===== src/rtl/vcocal_pkg.sv =====
package vcocal_pkg;
  typedef enum logic [2:0] {
    ST_IDLE   = 3'd0,
    ST_SETTLE = 3'd1,
    ST_TRIAL  = 3'd2,
    ST_FINISH = 3'd3,
    ST_DONE   = 3'd4
  } cal_state_e;
endpackage


===== src/rtl/vcocal_edge.sv =====
module vcocal_edge (
  input  logic clk,
  input  logic rst_n,
  input  logic level_i,
  output logic rise_o
);
  logic level_q;

  always_ff @(posedge clk or negedge rst_n) begin
    if (!rst_n) level_q <= 1'b0;
    else        level_q <= level_i;
  end

  assign rise_o = level_i & ~level_q;
endmodule


===== src/rtl/vcocal_window.sv =====
module vcocal_window #(
  parameter int FB_PER_REF = 4
) (
  input  logic clk,
  input  logic rst_n,
  input  logic clear_i,
  input  logic ref_edge_i,
  input  logic fb_edge_i,
  output logic fast_o
);
  localparam int CNT_W = $clog2(FB_PER_REF + 1);
  localparam logic [CNT_W-1:0] CNT_MAX = CNT_W'(FB_PER_REF);

  logic [CNT_W-1:0] cnt;

  // saturating feedback-edge count, restarted at every window boundary
  always_ff @(posedge clk or negedge rst_n) begin
    if (!rst_n) begin
      cnt <= '0;
    end else if (clear_i) begin
      cnt <= '0;
    end else if (ref_edge_i) begin
      cnt <= fb_edge_i ? CNT_W'(1) : '0;
    end else if (fb_edge_i && (cnt != CNT_MAX)) begin
      cnt <= cnt + 1'b1;
    end
  end

  assign fast_o = (cnt == CNT_MAX);
endmodule


===== src/rtl/vcocal_sar.sv =====
module vcocal_sar
  import vcocal_pkg::*;
#(
  parameter int CODE_W = 5
) (
  input  logic              clk,
  input  logic              rst_n,
  input  logic              init_i,
  input  logic              go_i,
  input  logic              ref_edge_i,
  input  logic              fast_i,
  output logic [CODE_W-1:0] code_o,
  output logic              busy_o,
  output logic              done_n_o
);
  localparam logic [CODE_W-1:0] MSB_ONLY = {1'b1, {(CODE_W-1){1'b0}}};

  cal_state_e        state;
  logic [CODE_W-1:0] code;
  logic [CODE_W-1:0] mask;
  logic [CODE_W-1:0] next_code;
  logic              done_n;

  // keep trial bit when oscillator is too fast, then raise the next lower bit
  always_comb begin
    next_code = (fast_i ? code : (code & ~mask)) | (mask >> 1);
  end

  always_ff @(posedge clk or negedge rst_n) begin
    if (!rst_n) begin
      state  <= ST_IDLE;
      code   <= '0;
      mask   <= '0;
      done_n <= 1'b1;
    end else if (init_i) begin
      state  <= ST_IDLE;
      code   <= '0;
      mask   <= '0;
      done_n <= 1'b1;
    end else begin
      case (state)
        ST_IDLE, ST_DONE: begin
          if (go_i) begin
            state  <= ST_SETTLE;
            code   <= MSB_ONLY;
            mask   <= MSB_ONLY;
            done_n <= 1'b1;
          end
        end
        ST_SETTLE: begin
          if (ref_edge_i) state <= ST_TRIAL;
        end
        ST_TRIAL: begin
          if (ref_edge_i) begin
            code <= next_code;
            mask <= mask >> 1;
            if (mask[0]) state <= ST_FINISH;
          end
        end
        ST_FINISH: begin
          if (ref_edge_i) begin
            state  <= ST_DONE;
            done_n <= 1'b0;
          end
        end
        default: state <= ST_IDLE;
      endcase
    end
  end

  assign code_o   = code;
  assign done_n_o = done_n;
  assign busy_o   = (state == ST_SETTLE) || (state == ST_TRIAL) || (state == ST_FINISH);
endmodule


===== src/rtl/vcocal_ctrl.sv =====
module vcocal_ctrl #(
  parameter int CODE_W     = 5,
  parameter int FB_PER_REF = 4
) (
  input  logic              clk,
  input  logic              rst_n,
  input  logic              cal_init,
  input  logic              cal_start,
  input  logic              ref_edge,
  input  logic              fb_edge,
  output logic [CODE_W-1:0] band_code,
  output logic              cal_done_n,
  output logic              cp_enable,
  output logic              vtune_hold
);
  logic start_rise;
  logic busy;
  logic go;
  logic fast;

  vcocal_edge u_edge (
    .clk     (clk),
    .rst_n   (rst_n),
    .level_i (cal_start),
    .rise_o  (start_rise)
  );

  // a start edge during a run is dropped
  assign go = start_rise & ~busy & ~cal_init;

  vcocal_window #(.FB_PER_REF(FB_PER_REF)) u_window (
    .clk        (clk),
    .rst_n      (rst_n),
    .clear_i    (go | cal_init),
    .ref_edge_i (ref_edge),
    .fb_edge_i  (fb_edge),
    .fast_o     (fast)
  );

  vcocal_sar #(.CODE_W(CODE_W)) u_sar (
    .clk        (clk),
    .rst_n      (rst_n),
    .init_i     (cal_init),
    .go_i       (go),
    .ref_edge_i (ref_edge),
    .fast_i     (fast),
    .code_o     (band_code),
    .busy_o     (busy),
    .done_n_o   (cal_done_n)
  );

  assign cp_enable  = ~busy;
  assign vtune_hold = busy;
endmodule


===== config.mk =====
export PLATFORM = sky130hd
export DESIGN_NAME = vcocal_ctrl
export DESIGN_NICKNAME = d
export VERILOG_FILES = /design/src/rtl/vcocal_pkg.sv /design/src/rtl/vcocal_edge.sv /design/src/rtl/vcocal_window.sv /design/src/rtl/vcocal_sar.sv /design/src/rtl/vcocal_ctrl.sv
export SDC_FILE = /design/constraint.sdc
export NUM_CORES = 1
export LEC_CHECK = 0
export CORE_ASPECT_RATIO = 1.5
export CORE_MARGIN = 8
export CORE_UTILIZATION = 50
export DETAILED_ROUTE_END_ITERATION = 12
export GPL_ROUTABILITY_DRIVEN = 0
export GPL_TIMING_DRIVEN = 0
export PLACE_DENSITY = 0.73
export SYNTH_ARGS = -nofsm -noshare
export SYNTH_HDL_FRONTEND = slang
export SYNTH_SLANG_ARGS = --single-unit

===== constraint.sdc =====
create_clock -name clk -period 1.8 [get_ports clk]
set_input_delay 0.18 -clock clk [delete_from_list [all_inputs] [get_ports clk]]
set_output_delay 0.18 -clock clk [all_outputs]
set_load 0.01 [all_outputs]

==> summary.md, run 1 <==
| Metric | Value |
|---|---|
| Critical-path maximum fanout | 10 |
| I/O pins | 14 |
| First-pass GRT wire length | 3440 um |
| Post-synth ARST share | 100% |
| Worst-case clock buffer depth | 2 |
| Required @ worst endpoint | 1620 ps |
| Initial Utilization | 53.2% |
| Critical path endpoint category | output port |
| Fin crit share | 96.7% |
| Maximum Capacitance Violations | 0 |
| Detail Placement HPWL | 1420 um |
| TritonCTS clock tree | done |
| Worst R2R End | u_window.cnt[2]$_DFFE_PN0P_ |
| Final Hold Viols | 0 |
| WS Path Type | register to output port |
| Flop pwr share | 51.4% |
| Ant. Diodes | 0 |
| Slew @ Worst Pin | 806 ps |
| Root Driver | clkbuf_4 |
| Vias per Instance | 5.80 |
| Final setup violation count | 0 |
| Synth Net Count | 97 |
| Seq/Total Area, Yosys | 45.8% |
| Worst reg-to-reg setup slack | 250 ps |
| Syn. warnings | 0 |
| Crit-path leading delay family | buffers and inverters |
| Ratio of cells with drive above 1 in the final layout | 16.7% |
| Clk_lat worst skew | 290 ps |
| CP startpoint | u_sar.state[0]$_DFFE_PN0P_ |
| Power Total | 0.830 mW |
| Number of synthesized register bits | 18 |
| Number of synthesized flops with an enable pin | 0 |
| P&R area growth vs syn | 21.9% |
| Hold Crit Endpoint | u_sar.state[2]$_DFFE_PN0P_ |
| Row cnt | 19 |
| Worst Path Arrival | 1560 ps |
| Fillcell total | 164 |
| Combinational share of power | 18.6% |
| Clock-pin slew on the worst setup and hold paths | 100 ps |
| Clk network pwr share | 30.0% |
| DR vias | 748 |
| DRC violations left | 0 |
| VDD IR-drop max | 0.509 mV |
| Status | finished, final reports clean |
| Slew Viols, Final | 0 |
| CP cell instances | buf_6 > o21bai_4 > inv_1 > clkdlybuf4s50_1 |
| Max stage delay on crit path | 470 ps |
| Worst path slowest cell | clkdlybuf4s50_1 |
| Worst hold path class | primary input to register |
| Total GRT Usage | 11.6% |
| Cell area after synthesis | 987 um^2 |
| Minimum clock period | 1740 ps |
| Distinct cells, synth | 37 |
| Leak | 0.626 nW |
| Sw frac | 26.1% |
| Reg2Reg Launch Point | u_window.cnt[0]$_DFFE_PN0P_ |
| Vias in the first global route | 789 |
| Fin util | 64.9% |
| CTS buffer count | 3 |
| Top_reg_cell synth | dfrtp_1 |
| Switching pwr | 0.217 mW |
| Port Buffer Count | 12 |
| WP buf/inv | 3 |
| Chip width | 52.3 um |
| Clock H-tree levels | 1 |
| Detailed-router iteration count before antenna repair | 2 |
| Register area | 453 um^2 |
| Cells after Synth | 89 |
| Initial DRC Count | 16 |
| Final TNS setup | 0 ps |
| Wirelength per Cell | 15.6 um |
| Avg Cell Area, Syn | 11.1 um^2 |
| Crit path launch type | register |
| Area of the multi-input gates | 485 um^2 |
| Antenna viol nets, final | 0 |
| Final nets | 117 |
| Skew final | 1.21 ps |
| CTS Sinks | 18 |
| Largest net degree at the start of global routing | 19 |
| DIE AREA | 0.00368 mm^2 |
| Fmax | 575 MHz |
| Reg2reg path depth | 5 |
| Remaining global-route overflow | 0 |
| Final WL | 2010 um |
| Pwr Density | 690 mW/mm^2 |
| P_int | 0.613 mW |
| Hold path startpoint | cal_init |
| RSZ-0062 raised after global routing | false |
| Slew HR | 46.1% |
| Initial antenna violation count | 0 |
| Die Height | 70.4 um |
| Core ar. | 0.00185 mm^2 |
| WHS Path Cells | 2 |
[sequential cells by signal, summed over array words and instances, names as in the netlist]
register        count
u_sar.done_n_o      1
u_window.cnt        3
u_sar.code_o        5
u_edge.level_q      1
u_sar.mask          5
u_sar.state         3
[cells in the final DEF, fill, tap and decap left out, types with 3 or more instances in the layout]
cell type        instances
a21o_1                   5
a21oi_1                  3
nor3_1                   3
buf_4                    3
clkbuf_4                 3
o211a_1                  4
nor2_1                   4
and3_1                   4
dfrtp_1                 16
inv_1                    8
clkdlybuf4s50_1         11
a211o_1                  4
[logic make-up (layout without fill, tap and decap cells)]
logic type / after synthesis / after routing / synth area share (%)
AO/OA/AOI/OAI: 26 / 26 / 20.2
XOR/XNOR: 1 / 1 / 0.887
adder cells (fa/ha/maj): 2 / 2 / 2.53
buffers and inverters: 12 / 31 / 6.21
flip-flops: 18 / 18 / 45.8
multiplexers: 1 / 1 / 1.01
AND/OR/NAND/NOR: 29 / 29 / 23.4
[power groups by stage]
stage          Sequential (mW)  Combinational [mW]  Clock [mW]
2_1_floorplan            0.435              0.0893           0
3_3_place_gp             0.435               0.143           0
3_5_place_dp             0.436               0.146           0
4_1_cts                  0.428               0.149       0.257
5_1_grt                  0.429               0.169       0.278
6_report                 0.427               0.154       0.249
[per-layer routing]
metal / GRT usage (%) / routed length [um] / vias to the layer above
li1: - / - / 361
met2: 19.5 / 1040 / 11
met3: 3.18 / 82 / 4
met5: 0 / 0 / -
met4: 5.49 / 21 / 0
met1: 12.6 / 869 / 372
[through the flow]
step	worst slack, ps	std cells	hold WS (ps)	area (um^2)
after global routing	0.399	129	234	1200
after floorplan	361	89	-116	987
after global placement	141	122	482	1130
after CTS	34.6	126	216	1180
final	60.3	129	212	1200
after detailed placement	152	122	488	1130
[area by class of cell]
cell class | instances | area share [%]
well taps | 21 | 2.18
plain buffers | 4 | 2.60
multi-input cells | 59 | 40.3
inverters | 8 | 2.49
flip-flops and latches | 18 | 37.6
clock buffers | 4 | 3.01
repair buffers | 15 | 11.7
[timing repair]
action,CTS,global route
setup buffers,0,3
hold buffers,0,0
setup endpoints to repair,2,1
gates resized for setup,4,0
gates cloned,0,0
[synth_stat cells (all sizes together), types with 3 or more instances]
| master | instances | area share, % |
|---|---|---|
| a21o | 5 | 3.8 |
| nor2 | 4 | 1.5 |
| buf | 3 | 2.8 |
| dfrtp | 17 | 43 |
| nor3 | 5 | 4.2 |
| inv | 8 | 3.0 |
| a21oi | 3 | 1.5 |
| a211o | 4 | 3.5 |
| and3 | 4 | 2.5 |
| o211a | 4 | 4.1 |
[worst max-delay path by stage]
stage	endpoint	slack (ps)	depth (start not counted)
final	vtune_hold	60	4
after global routing	vtune_hold	0.4	4
after global placement	u_sar.state[0]$_DFFE_PN0P_	140	5
after CTS	vtune_hold	30	4
after detailed placement	u_sar.state[0]$_DFFE_PN0P_	150	5
after floorplan	u_window.cnt[2]$_DFFE_PN0P_	360	5
[worst register-to-register path, cell delays in order (launching register included)]
cell and delay, ps:
dfrtp_1 400, inv_1 60, ha_1 220, a21bo_2 250
or3_1 310, a211oi_1 230
Power figures use the tool's default switching activity.
==> run 2: changes to the inputs <==
- CTS_CLUSTER_SIZE: unset -> 30
- SLEW_MARGIN: unset -> 20
==> results of run 2 <==
The final DEF is identical to that of run 1; final timing and power are the same.
==> run 3: changes to the inputs <==
- CORE_MARGIN: 8 -> 10
- DONT_BUFFER_PORTS: unset -> 1
- PLACE_DENSITY: 0.73 -> 0.64
==> run 3 against run 2 <==
  * Register-to-register slack hardly changed
  * Highest routed layer unchanged
  * Global-route usage fell by 2.0 points
  * Critical endpoint unchanged
  * Critical path depth decreased by 1
  * Clock skew rose by 2.2 ps
  * Utilization decreased by 7.8 points
  * Cell count shrank 10%
  * Power fell by 8.5%
==> summary.md, run 3 (synthesized netlist as in run 1, its figures left out) <==
| Metric | Value |
|---|---|
| Status | finished, final reports clean |
| Detail Placement HPWL | 1390 um (-2.0%) |
| Fin crit share | 90.0% (-6.7 points) |
| Port Buffer Count | 0 (-12) |
| Max stage delay on crit path | 420 ps (-50 ps) |
| Wirelength per Cell | 16.2 um (+3.8%) |
| Chip width | 56.3 um (+7.7%) |
| DRC violations left | 0 (unchanged) |
| Maximum Capacitance Violations | 0 (unchanged) |
| WS Path Type | register to output port |
| Most frequent cells in the layout | 17 x dfrtp_1, 8 x inv_1, 5 x a21o_1 |
| Final WL | 1880 um (-6.7%) |
| Vias per Instance | 5.97 (+2.9%) |
| Fillcell total | 158 (-3.7%) |
| Final TNS setup | 0 ps (unchanged) |
| Crit path launch type | register |
| Final Hold Viols | 0 (unchanged) |
| DR vias | 692 (-7.5%) |
| CTS Sinks | 18 (unchanged) |
| Worst-case clock buffer depth | 2 (unchanged) |
| Final nets | 104 (-11%) |
| Row cnt | 19 (unchanged) |
| Largest net degree at the start of global routing | 19 (unchanged) |
| Critical-path maximum fanout | 10 (unchanged) |
| Critical path endpoint category | output port |
| P&R area growth vs syn | 7.35% |
| Vias in the first global route | 721 (-8.6%) |
| Post-route setup slack | 181 ps (+120 ps) |
| Initial Utilization | 53.2% (unchanged) |
| Worst path slowest cell | dfrtp_1 |
| Root Driver | clkbuf_4 |
| Detailed-router iteration count before antenna repair | 4 (+2) |
| CTS resizes | 0 (-4) |
| Total GRT Usage | 9.54% (-2.0 points) |
| I/O pins | 14 (unchanged) |
| Fmax | 618 MHz (+7.4%) |
| Initial DRC Count | 14 (-2) |
| Pwr Density | 717 mW/mm^2 (+3.9%) |
| Leak | 0.567 nW (-9.5%) |
| Clk_lat worst skew | 300 ps (about the same) |
| Die Height | 74.4 um (+5.7%) |
| Clock H-tree levels | 1 (unchanged) |
| Antenna viol nets, final | 0 (unchanged) |
| Core ar. | 0.00185 mm^2 (unchanged) |
| Place WS | 261 ps (+109 ps) |
| DIE AREA | 0.00419 mm^2 (+14%) |
| Worst hold path class | primary input to register |
| Worst Path Arrival | 1440 ps (-120 ps) |
| RSZ-0062 raised after global routing | false |
| Slew Viols, Final | 0 (unchanged) |
| Clock-pin slew on the worst setup and hold paths | 100 ps (about the same) |
| Ratio of cells with drive above 1 in the final layout | 12.6% (-4.0 points) |
| Remaining global-route overflow | 0 (unchanged) |
| CP cell instances | buf_6 > o21bai_1 > inv_1 |
| Commonest non-fill, non-tap cell in the layout | dfrtp_1 |
| CTS buffer count | 3 (unchanged) |
| Slew HR | 46.4% (+0.26 points) |
| Skew final | 3.43 ps (+2.21 ps) |
| Slew @ Worst Pin | 802 ps (-4.09 ps) |
| Initial antenna violation count | 0 (unchanged) |
| Final setup violation count | 0 (unchanged) |
| Minimum clock period | 1620 ps (-120 ps) |
| Post-CTS Setup Bufs | 0 (unchanged) |
| Hold-fix buffers at CTS | 2 (+2) |
| First-pass GRT wire length | 3280 um (-4.6%) |
| Area of the multi-input gates | 474 um^2 (-2.3%) |
| TritonCTS clock tree | done |
| Ant. Diodes | 0 (unchanged) |
| Required @ worst endpoint | 1620 ps (about the same) |
| Register area | 452 um^2 (-0.28%) |
| VDD IR-drop max | 0.463 mV (-9.0%) |
run 3: cell type report:
cell class	count	area share, %
Sequential cell	18	42.6
Buffer	4	2.95
Timing Repair Buffer	2	1.89
Clock buffer	4	2.48
Tap cell	21	2.48
Multi-Input combinational cell	59	44.7
Inverter	8	2.83
run 3: final timing paths:
check	startpoint	endpoint	slack (ps)	cells past startpoint
worst max register to register	u_window.cnt[0]$_DFFE_PN0P_	u_window.cnt[2]$_DFFE_PN0P_	250	5
worst max-delay path	u_sar.state[0]$_DFFE_PN0P_	vtune_hold	180	3
worst min register to register	u_sar.mask[2]$_DFFE_PN0P_	u_sar.mask[2]$_DFFE_PN0P_	510	1
max in group asynchronous	rst_n	u_sar.mask[0]$_DFFE_PN0P_	900	1
worst min-delay path	fb_edge	u_window.cnt[0]$_DFFE_PN0P_	40	2
min in group asynchronous	rst_n	u_sar.state[1]$_DFFE_PN0P_	400	1
run 3: per-stage QoR:
stage                     hold WS [ps]  total power, mW  util [%]  instance area (um^2)  std cells
after global routing              59.3            0.794      57.2                  1060        116
after global placement            -115            0.542      54.7                  1010        110
after CTS                         33.6            0.768      57.2                  1060        116
after floorplan                   -116            0.524         -                   987         89
after detailed placement          -115            0.544      54.7                  1010        110
final                             44.1            0.760      57.2                  1060        116
run 3: worst max-delay path, delay by kind of cell (launching register included):
kind / cells / cell delay (ps)
buf+inv: 2 / 320
flops: 1 / 420
compound gates: 1 / 400
run 3: layer usage:
| layer | vias to the layer above | part of all wire [%] | GRT usage, % |
|---|---|---|---|
| li1 | 334 | - | - |
| met1 | 340 | 42 | 9.72 |
| met2 | 14 | 51 | 16.9 |
| met3 | 4 | 4.9 | 2.56 |
| met4 | 0 | 2.4 | 6.17 |
| met5 | - | 0 | 0 |
run 3: power breakdown:
group	switching [mW]	leakage [nW]	total, mW	internal [mW]
combinational	0.0685	0.309	0.116	0.0472
clock	0.128	0.0150	0.215	0.0864
sequential	0.0125	0.243	0.429	0.417
